--- config.mk ---
export PLATFORM = sky130hd
export DESIGN_NAME = flb_entry_ram
export DESIGN_NICKNAME = d
export VERILOG_FILES = /design/src/rtl/flb_entry_ram.sv
export SDC_FILE = /design/constraint.sdc
export NUM_CORES = 1
export LEC_CHECK = 0
export ABC_AREA = 1
export BUFFER_PORTS_ARGS = -buffer_cell sky130_fd_sc_hd__buf_2
export CAP_MARGIN = 10
export CELL_PAD_IN_SITES_DETAIL_PLACEMENT = 0
export CELL_PAD_IN_SITES_GLOBAL_PLACEMENT = 1
export CORE_MARGIN = 3
export CORE_UTILIZATION = 41
export DETAILED_ROUTE_END_ITERATION = 10
export PLACE_DENSITY = 0.87
export REMOVE_ABC_BUFFERS = 1
export SLEW_MARGIN = 15
export SYNTH_ARGS = -nofsm -noshare
export SYNTH_HDL_FRONTEND = slang
export SYNTH_SLANG_ARGS = --single-unit
--- constraint.sdc ---
create_clock -name clk_i -period 1.2 [get_ports clk_i]
set_input_delay 0.12 -clock clk_i [delete_from_list [all_inputs] [get_ports clk_i]]
set_output_delay 0.12 -clock clk_i [all_outputs]
set_load 0.02 [all_outputs]
--- src/rtl/flb_entry_ram.sv ---
module flb_entry_ram #(
  parameter int DEPTH  = 8,
  parameter int ADDR_W = 32,
  parameter int SEQ_W  = 7,
  localparam int IDX_W = $clog2(DEPTH)
) (
  input  logic              clk_i,
  input  logic              rst_ni,
  input  logic              wr_en_i,
  input  logic [IDX_W-1:0]  wr_idx_i,
  input  logic [ADDR_W-1:0] wr_addr_i,
  input  logic [SEQ_W-1:0]  wr_seq_i,
  output logic [ADDR_W-1:0] addr_o [DEPTH],
  output logic [SEQ_W-1:0]  seq_o  [DEPTH]
);
  for (genvar i = 0; i < DEPTH; i++) begin : g_ent
    logic [ADDR_W-1:0] addr_q;
    logic [SEQ_W-1:0]  seq_q;
    always_ff @(posedge clk_i or negedge rst_ni) begin
      if (!rst_ni) begin
        addr_q <= '0;
        seq_q  <= '0;
      end else if (wr_en_i && wr_idx_i == IDX_W'(i)) begin
        addr_q <= wr_addr_i;
        seq_q  <= wr_seq_i;
      end
    end
    assign addr_o[i] = addr_q;
    assign seq_o[i]  = seq_q;
  end
endmodule

==> results_dict.tcl <==
set metrics [dict create \
    die_w_um 178 \
    path_delay_family "flip-flops" \
    slew_viol_final 0 \
    cts_made_buffers 34 \
    fin_skew_ns 0 \
    dpl.hpwl_um 27300 \
    yosysTopAreaCell "dfrtp_1" \
    grt_usage_pct 26.2 \
    ios 357 \
    grt_max_degree 70 \
    clkTransAtPathRegs_ns 0.06 \
    drc 0 \
    p_leak_nw 10.3 \
    drt_iter0_drc 855 \
    max_slew_margin_pct 74.1 \
    synth.area.top_cells "dfrtp_1 64%, nand2_1 24%, nand3_1 6.4%, clkbuf_2 1.5%, buf_2 1.4%" \
    final_nets 1932 \
    startpoint_type "flip-flop" \
    antenna_cells 0 \
    place_congestion 0.805 \
    hold_viol_final 0 \
    crit_slowest_cell "dfrtp_1" \
    violations "negative setup slack" \
    synth.top_cell.area_share_pct 64.2 \
    p_per_area_mw_per_mm2 1870 \
    drtPass1Iterations 5 \
    critPathKind "flip-flop to primary output" \
    overflow 0 \
    worst_slack_ns -0.0181 \
    syn_area_sq_mm 0.0122 \
    wl_per_cell_um 19.2 \
    clock-sinks 312 \
    maxCapViolCount 0 \
    die_y_um 178 \
    cts-root-buf "clkbuf_16" \
    crit_buf_inv 1 \
    rsz0062_at_grt "true" \
    grt_antenna_before_repair 0 \
    ys_seq_elements 312 \
    start_util_pct 42.0 \
    fin_area_sq_mm 0.0186 \
    grt_pass1_vias 11054 \
    peakVddDrop_mv 0.990 \
    vias 11569 \
    die_area_sq_mm 0.0318 \
    core_area_sq_mm 0.0289 \
    dpl_cell_area_sq_mm 0.0149 \
    hold_class "input pin to flip-flop" \
    setup_viol 3 \
    fmax_ghz 0.821 \
    total_power_mw 34.7 \
    ctsLongestPathBuffers 3 \
    end_kind "primary output" \
    cp_data_required_time_ns 1.08 \
    ys_warn_count 0 \
    cts_tree "yes" \
    status "finished with violations" \
    cp_cell_sequence "buf_6" \
    min_period_ns 1.22 \
    drive_gt1_share_pct 31.4 \
    htree_levels 2 \
    path_max_fanout 2 \
    io_buffer_count 356 \
    tns_ns -0.0306 \
    wl_um 44100 \
    num_rows 62 \
    syn_inst 1395 \
    tightest_slew_ns 0.389 \
    dp.cells 2079 \
    whs_ns 0.201 \
    clk_latency_ns 0.50 \
    synth_area_per_cell_sq_um 8.72 \
    antenna_left 0 \
    final_cell_count_no_fill 2293 \
    ys_types 11 \
    area_growth_syn_to_layout_pct 52.7 \
    grt_first_pass_wirelength_um 64400 \
    arrival_ns 1.10 \
    cpPeakStageDelay_ns 0.43 \
    post-route-period-util_pct 102 \
    vias_per_cell 5.05 \
    yosysSeqAreaShare_pct 64.2 \
]
## path summary, 6_finish.rpt
path	from	end	slack, ns	cells past startpoint
worst max-delay path	g_ent[3].addr_q[23]	addr_o[151]	-0.02	1
worst min register to register	g_ent[0].seq_q[2]	g_ent[0].seq_q[2]	0.46	2
worst max register to register	g_ent[0].addr_q[10]	g_ent[0].addr_q[10]	0.33	4
worst min-delay path	wr_idx_i[1]	g_ent[1].addr_q[15]	0.20	5
max in group asynchronous	rst_ni	g_ent[0].addr_q[16]	0.25	3
min in group asynchronous	rst_ni	g_ent[7].seq_q[3]	0.21	3
## layer usage
layer  part of all wire [%]  track usage, %  routed length (um)  vias up
met5                      0               0                   0        -
met4                    3.4            8.86                1500        0
met3                    9.6            6.24                4230      104
met2                     48            42.3               21300      590
met1                     39            34.9               17000     5605
li1                       -               -                   -     5270
## worst min-delay path, stage by stage
cell and delay [ns]:
buf_2 0.16, nor2_4 0.08, buf_4 0.17, nand3_1 0.09, nand2_1 0.05
## state kept, by name, summed over array words and instances (netlist names)
name,cells
g_ent.seq_q,56
g_ent.addr_q,256
## metrics by stage
step                utilization [%]  setup WS [ns]
floorplan                         -          -4.91
global placement               51.4         0.0109
detailed placement             51.4        -0.0288
CTS                            59.3        -0.0392
global route                   64.2        -0.0401
finish                         64.2        -0.0181
## cell usage after synthesis
library cell / count
nand3_1: 156
clkinv_1: 1
clkbuf_2: 37
nand2_1: 793
buf_1: 1
inv_1: 5
dfrtp_1: 312
buf_4: 1
clkbuf_1: 46
nor2_1: 8
buf_2: 35
## area by class of cell
type / instances / area [sq um]
Clock inverter: 9 / 52.6
Fill cell: 2247 / 10400
Sequential cell: 312 / 7810
Multi-Input combinational cell: 957 / 3870
Tap cell: 384 / 480
Clock buffer: 49 / 1030
Timing Repair Buffer: 576 / 5310
Inverter: 6 / 22.5
## report_power, final
| group | switching [mW] | leakage [nW] | internal (mW) |
|---|---|---|---|
| Clock | 4.20 | 0.530 | 5.96 |
| Combinational | 5.63 | 5.82 | 4.90 |
| Sequential | 1.55 | 3.92 | 12.5 |
## kinds of logic after synthesis
logic type | after synthesis | synth area share, %
buffers and inverters | 126 | 4.66
flip-flops | 312 | 64.2
AND/OR/NAND/NOR | 957 | 31.1
## layout by cell type, fill, tap and decap left out
master / synthesis / final
inv_1: 5 / 5
nand2_1: 793 / 785
buf_12: 0 / 34
clkinvlp_4: 0 / 3
clkinv_2: 0 / 6
buf_4: 1 / 178
dlygate4sd3_1: 0 / 45
dfrtp_1: 312 / 312
buf_2: 35 / 121
inv_2: 0 / 1
buf_8: 0 / 1
nand3_1: 156 / 156
clkbuf_1: 46 / 6
nor2_4: 0 / 8
nand2_2: 0 / 8
buf_6: 0 / 197
clkbuf_8: 0 / 6
clkbuf_16: 0 / 37
## repair_timing
| item | in CTS | in global routing |
|---|---|---|
| setup endpoints to repair | 100 | 223 |
| resized for setup | 187 | 262 |
| hold buffers | 45 | 0 |
| buffers inserted | 21 | 90 |
| cloned | 0 | 0 |
| hold endpoints to repair | 624 | 0 |
Power figures use the tool's default switching activity.
